===== src/rtl/scl_pkg.sv =====
package scl_pkg;
    typedef enum logic {
        LD_IDLE = 1'b0,
        LD_FILL = 1'b1
    } ld_state_e;

    // Position in the shift table that holds nibble value n times the constant.
    // The newest push sits at slot 0, so value n sits at slot depth-1-n.
    function automatic int unsigned slot_of(input int unsigned n, input int unsigned depth);
        return depth - 1 - n;
    endfunction
endpackage


===== src/rtl/scl_coef_loader.sv =====
module scl_coef_loader
    import scl_pkg::*;
#(
    parameter int COEF_W = 16,
    parameter int NIB_W  = 4
) (
    input  logic                    clk,
    input  logic                    rst_n,
    input  logic                    load_req,
    input  logic [COEF_W-1:0]       coef_in,
    output logic                    busy,
    output logic                    push,
    output logic [COEF_W+NIB_W-1:0] push_val
);
    localparam int DEPTH = 2 ** NIB_W;
    localparam int ENT_W = COEF_W + NIB_W;
    localparam logic [NIB_W-1:0] LAST = NIB_W'(DEPTH - 1);

    typedef struct packed {
        ld_state_e         state;
        logic [NIB_W-1:0]  cnt;
        logic [COEF_W-1:0] coef;
        logic [ENT_W-1:0]  acc;
    } ld_reg_t;

    ld_reg_t r_q, r_d;

    always_comb begin
        r_d = r_q;
        unique case (r_q.state)
            LD_IDLE: begin
                if (load_req) begin
                    r_d.state = LD_FILL;
                    r_d.cnt   = '0;
                    r_d.acc   = '0;
                    r_d.coef  = coef_in;
                end
            end
            LD_FILL: begin
                r_d.acc = r_q.acc + ENT_W'(r_q.coef);
                r_d.cnt = r_q.cnt + 1'b1;
                if (r_q.cnt == LAST) begin
                    r_d.state = LD_IDLE;
                end
            end
            default: r_d.state = LD_IDLE;
        endcase
    end

    always_ff @(posedge clk or negedge rst_n) begin
        if (!rst_n) begin
            r_q <= '{state: LD_IDLE, cnt: '0, coef: '0, acc: '0};
        end else begin
            r_q <= r_d;
        end
    end

    assign busy     = (r_q.state == LD_FILL);
    assign push     = busy;
    assign push_val = r_q.acc;

    // the fill window ends after its sixteenth push
    assert_fill_ends_R4: assert property (@(posedge clk) disable iff (!rst_n)
        (r_q.state == LD_FILL && r_q.cnt == LAST) |=> (r_q.state == LD_IDLE));

    // every fill starts from a cleared accumulator and count
    assert_fill_start_R4: assert property (@(posedge clk) disable iff (!rst_n)
        $rose(busy) |-> (r_q.acc == '0 && r_q.cnt == '0));

    // a request during a fill leaves the captured constant untouched
    assert_req_ignored_R6: assert property (@(posedge clk) disable iff (!rst_n)
        (busy && load_req) |=> $stable(r_q.coef));

    // successive pushed values differ by exactly the constant
    assert_acc_step_R7: assert property (@(posedge clk) disable iff (!rst_n)
        (busy && r_q.cnt != '0) |-> (r_q.acc == $past(r_q.acc) + ENT_W'(r_q.coef)));
endmodule


===== src/rtl/scl_shift_table.sv =====
module scl_shift_table
    import scl_pkg::*;
#(
    parameter int ENT_W   = 20,
    parameter int NIB_W   = 4,
    parameter int NUM_NIB = 4
) (
    input  logic                                clk,
    input  logic                                rst_n,
    input  logic                                push,
    input  logic [ENT_W-1:0]                    push_val,
    input  logic [NUM_NIB*NIB_W-1:0]            sample,
    output logic [NUM_NIB-1:0][ENT_W-1:0]       rd
);
    localparam int DEPTH = 2 ** NIB_W;

    typedef logic [DEPTH-1:0][ENT_W-1:0] tab_t;

    tab_t tab_q, tab_d;

    always_comb begin
        tab_d = tab_q;
        if (push) begin
            tab_d[0] = push_val;
            for (int i = 1; i < DEPTH; i++) begin
                tab_d[i] = tab_q[i-1];
            end
        end
    end

    always_ff @(posedge clk or negedge rst_n) begin
        if (!rst_n) begin
            tab_q <= '0;
        end else begin
            tab_q <= tab_d;
        end
    end

    for (genvar k = 0; k < NUM_NIB; k++) begin : g_port
        logic [NIB_W-1:0] nib;
        assign nib   = sample[k*NIB_W +: NIB_W];
        assign rd[k] = tab_q[NIB_W'(slot_of(32'(nib), DEPTH))];
    end

    // a push lands at slot 0 and the older entries move up one slot
    assert_push_lands_R7: assert property (@(posedge clk) disable iff (!rst_n)
        push |=> (tab_q[0] == $past(push_val) && tab_q[1] == $past(tab_q[0])));

    // with no push the table contents stay frozen
    assert_table_hold_R7: assert property (@(posedge clk) disable iff (!rst_n)
        !push |=> $stable(tab_q));
endmodule


===== src/rtl/scl_add_tree.sv =====
module scl_add_tree #(
    parameter int ENT_W   = 20,
    parameter int NIB_W   = 4,
    parameter int NUM_NIB = 4,
    parameter int PROD_W  = 32
) (
    input  logic                          clk,
    input  logic                          rst_n,
    input  logic                          take,
    input  logic [NUM_NIB-1:0][ENT_W-1:0] pp_in,
    output logic                          out_valid,
    output logic [PROD_W-1:0]             out_prod
);
    localparam int NUM_PAIR = NUM_NIB / 2;
    localparam int PAIR_W   = ENT_W + NIB_W;
    localparam int PAIR_SH  = 2 * NIB_W;

    typedef struct packed {
        logic                           v1;
        logic [NUM_NIB-1:0][ENT_W-1:0]  pp;
        logic                           v2;
        logic [NUM_PAIR-1:0][PAIR_W-1:0] pair;
        logic                           v3;
        logic [PROD_W-1:0]              prod;
    } tree_reg_t;

    tree_reg_t t_q, t_d;
    logic [NUM_PAIR-1:0][PAIR_W-1:0] pair_sum;

    for (genvar p = 0; p < NUM_PAIR; p++) begin : g_pair
        assign pair_sum[p] = PAIR_W'(t_q.pp[2*p])
                           + (PAIR_W'(t_q.pp[2*p+1]) << NIB_W);
    end

    always_comb begin
        t_d    = t_q;
        t_d.v1 = take;
        if (take) begin
            t_d.pp = pp_in;
        end
        t_d.v2 = t_q.v1;
        if (t_q.v1) begin
            t_d.pair = pair_sum;
        end
        t_d.v3 = t_q.v2;
        if (t_q.v2) begin
            t_d.prod = PROD_W'(t_q.pair[0]) + (PROD_W'(t_q.pair[1]) << PAIR_SH);
        end
    end

    always_ff @(posedge clk or negedge rst_n) begin
        if (!rst_n) begin
            t_q <= '0;
        end else begin
            t_q <= t_d;
        end
    end

    assign out_valid = t_q.v3;
    assign out_prod  = t_q.prod;

    // a taken sample walks through both adder levels without loss
    assert_level1_R3: assert property (@(posedge clk) disable iff (!rst_n)
        t_q.v1 |=> t_q.v2);
    assert_level2_R3: assert property (@(posedge clk) disable iff (!rst_n)
        t_q.v2 |=> t_q.v3);

    // the product register holds when no sum reaches it
    assert_prod_hold_R10: assert property (@(posedge clk) disable iff (!rst_n)
        !t_q.v2 |=> $stable(t_q.prod));
endmodule


===== src/rtl/nibble_scaler.sv =====
module nibble_scaler #(
    parameter int DATA_W = 16,
    parameter int COEF_W = 16,
    parameter int NIB_W  = 4
) (
    input  logic                     clk,
    input  logic                     rst_n,
    input  logic                     in_valid,
    input  logic [DATA_W-1:0]        in_sample,
    input  logic                     load_req,
    input  logic [COEF_W-1:0]        coef_in,
    output logic                     busy,
    output logic                     out_valid,
    output logic [DATA_W+COEF_W-1:0] out_prod
);
    localparam int NUM_NIB = DATA_W / NIB_W;
    localparam int ENT_W   = COEF_W + NIB_W;
    localparam int PROD_W  = DATA_W + COEF_W;

    logic                          push;
    logic [ENT_W-1:0]              push_val;
    logic [NUM_NIB-1:0][ENT_W-1:0] rd;
    logic                          take;

    scl_coef_loader #(.COEF_W(COEF_W), .NIB_W(NIB_W)) u_loader (
        .clk      (clk),
        .rst_n    (rst_n),
        .load_req (load_req),
        .coef_in  (coef_in),
        .busy     (busy),
        .push     (push),
        .push_val (push_val)
    );

    scl_shift_table #(.ENT_W(ENT_W), .NIB_W(NIB_W), .NUM_NIB(NUM_NIB)) u_table (
        .clk      (clk),
        .rst_n    (rst_n),
        .push     (push),
        .push_val (push_val),
        .sample   (in_sample),
        .rd       (rd)
    );

    assign take = in_valid && !busy;

    scl_add_tree #(.ENT_W(ENT_W), .NIB_W(NIB_W), .NUM_NIB(NUM_NIB), .PROD_W(PROD_W)) u_tree (
        .clk       (clk),
        .rst_n     (rst_n),
        .take      (take),
        .pp_in     (rd),
        .out_valid (out_valid),
        .out_prod  (out_prod)
    );

    // an accepted sample yields a product strobe three edges later
    assert_latency_R3: assert property (@(posedge clk) disable iff (!rst_n)
        (in_valid && !busy) |-> ##3 out_valid);

    // a sample offered during a reload never produces a strobe
    assert_busy_drop_R5: assert property (@(posedge clk) disable iff (!rst_n)
        (in_valid && busy) |-> ##3 !out_valid);

    // a request taken while idle raises busy at the next edge
    assert_busy_rise_R4: assert property (@(posedge clk) disable iff (!rst_n)
        (load_req && !busy) |=> busy);
endmodule


===== config.mk =====
export PLATFORM = sky130hd
export DESIGN_NAME = nibble_scaler
export DESIGN_NICKNAME = d
export VERILOG_FILES = /design/src/rtl/scl_pkg.sv /design/src/rtl/scl_coef_loader.sv /design/src/rtl/scl_shift_table.sv /design/src/rtl/scl_add_tree.sv /design/src/rtl/nibble_scaler.sv
export SDC_FILE = /design/constraint.sdc
export NUM_CORES = 1
export LEC_CHECK = 0
export ABC_AREA = 1
export CAP_MARGIN = 20
export CORE_ASPECT_RATIO = 1.25
export CORE_MARGIN = 2
export CORE_UTILIZATION = 45
export CTS_BUF_LIST = sky130_fd_sc_hd__clkbuf_8 sky130_fd_sc_hd__clkbuf_16
export DETAILED_ROUTE_END_ITERATION = 16
export SLEW_MARGIN = 20
export SYNTH_ARGS = -nofsm -noshare
export SYNTH_HDL_FRONTEND = slang
export SYNTH_SLANG_ARGS = --single-unit

===== constraint.sdc =====
create_clock -name clk -period 1.85 [get_ports clk]
set_input_delay 0.555 -clock clk [delete_from_list [all_inputs] [get_ports clk]]
set_output_delay 0.555 -clock clk [all_outputs]
set_load 0.01 [all_outputs]

==> results.sh <==
export IMPL_status="finished, violations left"
export IMPL_violations="negative setup slack"
export IMPL_globalplace_congestion=0.980
export IMPL_drt_first_pass_iters=6
export IMPL_viasPerCell=5.95
export IMPL_hpwl_um=93700
export IMPL_grt_util_met2_pct=55.5
export IMPL_antenna_found_initial=2
export IMPL_overflow=0
export IMPL_ys_warn_count=0
export IMPL_track_usage_pct=33.7
export IMPL_busiest_layer="met2"
export IMPL_fin_ws_ns=-0.0155
export IMPL_worstPathArrival_ns=2.41
export IMPL_synth_area_top_cells="dfrtp_1 38%, o21ai_0 14%, nand2_1 12%, a21oi_1 10%, nand3_1 4.9%"
export IMPL_hold_viol_final=0
export IMPL_cp_start_kind="flip-flop"
export IMPL_synth_avg_cell_area_sq_um=6.88
export IMPL_drv_cap=0
export IMPL_reg2reg_depth=11
export IMPL_max_freq_mhz=536
export IMPL_synthArstFlopShare_pct=100
export IMPL_htreeDepth=2
export IMPL_worstPathMaxFanout=4
export IMPL_ios=70
export IMPL_p_per_area_nw_per_um2=1780
export IMPL_layout_drive_gt1_share_pct=14.8
export IMPL_required_ns=2.40
export IMPL_syn_to_final_growth_pct=21.2
export IMPL_fin_util_pct=55.0
export IMPL_dieArea_sq_um=78700
export IMPL_ys_types=35
export IMPL_clock_path_buffers=3
export IMPL_syn_inst=5003
export IMPL_fp_dieW_um=251
export IMPL_cts_tree="done"
export IMPL_yosysTopAreaCell="dfrtp_1"
export IMPL_worstSetupPathType="flip-flop to flip-flop"
export IMPL_place_area_sq_um=38400
export IMPL_grt_max_degree=93
export IMPL_reg2reg_slack_ns=-0.02
export IMPL_ys_top_cells_by_count="1085 x nand2_1, 958 x o21ai_0, 714 x a21oi_1, 524 x dfrtp_1, 336 x nand3_1"
export IMPL_drc=0
export IMPL_rows=113
export IMPL_finalMaxSlewViolations=0
export IMPL_r2r_start="u_loader.r_q[24]$_DFFE_PN0P_"
export IMPL_yosys_cell_count_top_type="nand2_1"
export IMPL_synth_seq_cells=524
export IMPL_postRouteWirelength_um=135000
export IMPL_cts_made_buffers=58
export IMPL_rsz0062_at_grt="true"
export IMPL_min_period_over_period_pct=101
export IMPL_drt_iter0_drc=3982
export IMPL_synth_nets=5108
export IMPL_drtAntennaViolNets=0
export IMPL_ys_flop_type="dfrtp_1"
export IMPL_grt_pass1_vias=34400
export IMPL_netlist_area_leader_share_pct=38.1
export IMPL_cts_clk_slew_worst_paths_ns=0.06
export IMPL_vdd_drop_max_v=0.00106
export IMPL_yosysSeqAreaShare_pct=38.1
export IMPL_wire_per_inst_um=22.0
export IMPL_finClkSkew_ns=0.0222
export IMPL_grt_pass1_wl_um=206000
export IMPL_setup_viol=4
export IMPL_clk_latency_ns=0.67
export IMPL_critical_path_endpoint_type="flip-flop"
export IMPL_worst_hold_path_type="primary input to async pin"
export IMPL_port_buffers=69
export IMPL_final_area_sq_um=41700
export IMPL_use_met1_pct=41.3
export IMPL_worst_slew_pin_slew_ns=0.565
export IMPL_numClockSinks=524
export IMPL_period_minus_slack_ns=1.87
export IMPL_num_vias=36600
export IMPL_clock_tree_root_cell="clkbuf_16"
export IMPL_initial_core_util_pct=45.3
export IMPL_max_slew_margin_pct=62.3
export IMPL_core_sq_um=75900
export IMPL_synth_edf_count=0
export IMPL_die_y_um=313
export IMPL_leakagePower_nw=18.5
export IMPL_synth_area_sq_um=34400
export IMPL_layout_nets=5222
export IMPL_r2r_end="u_loader.push_val[18]$_DFFE_PN0P_"
export IMPL_use_met3_pct=6.05
how the worst max path moves through the flow:
stage | from | end | cells past startpoint
after floorplan | u_tree.t_q[86]$_DFFE_PN0P_ | u_tree.t_q[53]$_DFFE_PN0P_ | 10
after global placement | in_valid | u_tree.t_q[88]$_DFFE_PN0P_ | 6
after detailed placement | in_valid | u_tree.t_q[88]$_DFFE_PN0P_ | 6
after CTS | u_loader.busy$_DFF_PN0_ | busy | 1
after global routing | u_loader.r_q[20]$_DFFE_PN0P_ | u_loader.push_val[10]$_DFFE_PN0P_ | 11
final | u_loader.r_q[24]$_DFFE_PN0P_ | u_loader.push_val[18]$_DFFE_PN0P_ | 11
cells in the final DEF (no fill, tap or decap), drive strengths merged:
master and count:
nand2 1085, o21ai 985, o21bai 6, o22ai 5, a21oi 714, or2 3
nor4 3, clkdlybuf4s50 22, and2 1, a21o 1, a31o 1, xor2 7
nor3 9, bufinv 8, nand3b 26, clkinv 12, a22o 1, clkbuf 74
clkinvlp 8, dlygate4sd3 1, nand4 10, nand3 336, ha 65, buf 421
o211ai 147, diode 2, xnor2 21, inv 332, nor2 319, clkdlybuf4s15 9
a31oi 3, dfrtp 524, fa 4
stage by stage:
stage | TNS [ns] | power, mW | hold slack (ns) | setup slack [ns] | std cells
final | -0.0321 | 74.3 | 0.357 | -0.0155 | 6142
after global routing | -1.04 | 79.8 | 0.385 | -0.123 | 6140
after CTS | -0.0105 | 70.6 | 0.366 | -0.0105 | 6124
after detailed placement | -5.96 | 56.8 | 0.457 | -0.333 | 6012
after global placement | -5.66 | 56.4 | 0.455 | -0.355 | 6012
after floorplan | 0 | 42.2 | 0.259 | 0.0285 | 5003
area by class of cell:
| class | instances | area, sq um |
|---|---|---|
| Antenna cell | 2 | 5.00 |
| Clock buffer | 69 | 1600 |
| Clock inverter | 37 | 420 |
| Fill cell | 7266 | 34200 |
| Inverter | 323 | 1240 |
| Multi-Input combinational cell | 3752 | 19400 |
| Sequential cell | 524 | 13100 |
| Tap cell | 977 | 1220 |
| Timing Repair Buffer | 458 | 4720 |
critical path, stage by stage, from the launching register on:
cell and delay [ns]:
dfrtp_1 0.42, ha_4 0.30, nand2_1 0.10, buf_4 0.16
inv_1 0.07, nand2_1 0.07, a21oi_1 0.18, o21ai_0 0.11
nand3_1 0.16, nand2_1 0.07, nand2_1 0.07, nand2_1 0.04
kinds of logic after synthesis:
group,synth area share [%]
AOI/OAI and AO/OA,28.3
buffers and inverters,9.13
adders and majority gates,2.59
DFF,38.1
xor gates and xnor gates,0.712
and+or+nand+nor,21.2
report_power, final:
group / total (mW) / internal, mW / switching (mW)
registers: 23.5 / 16.9 / 6.57
clock network: 12.6 / 7.27 / 5.31
logic: 38.3 / 16.2 / 22.1
total: 74.3 / 40.4 / 34.0
repair_timing:
action                     4_1_cts  5_1_grt
hold buffers                     1        0
gates resized for setup        176      201
cloned                           0        1
pin swaps                        6       57
setup endpoints to repair       80       77
buffers inserted                 5       15
hold endpoints to repair        20        0
flip-flops by register name (all words and copies together) (netlist names):
name,count
u_tree.t_d,2
u_tree.out_prod,32
u_loader.push_val,20
u_table.tab_q,320
u_loader.r_q,20
u_tree.t_q,128
u_tree.out_valid,1
u_loader.busy,1
per-layer routing:
| metal | vias up | wire length [um] |
|---|---|---|
| met5 | - | 13 |
| met4 | 2 | 9000 |
| met3 | 480 | 11100 |
| met2 | 1778 | 62900 |
| met1 | 17100 | 52000 |
| li1 | 17200 | - |
(Power assumes the default switching activity.)
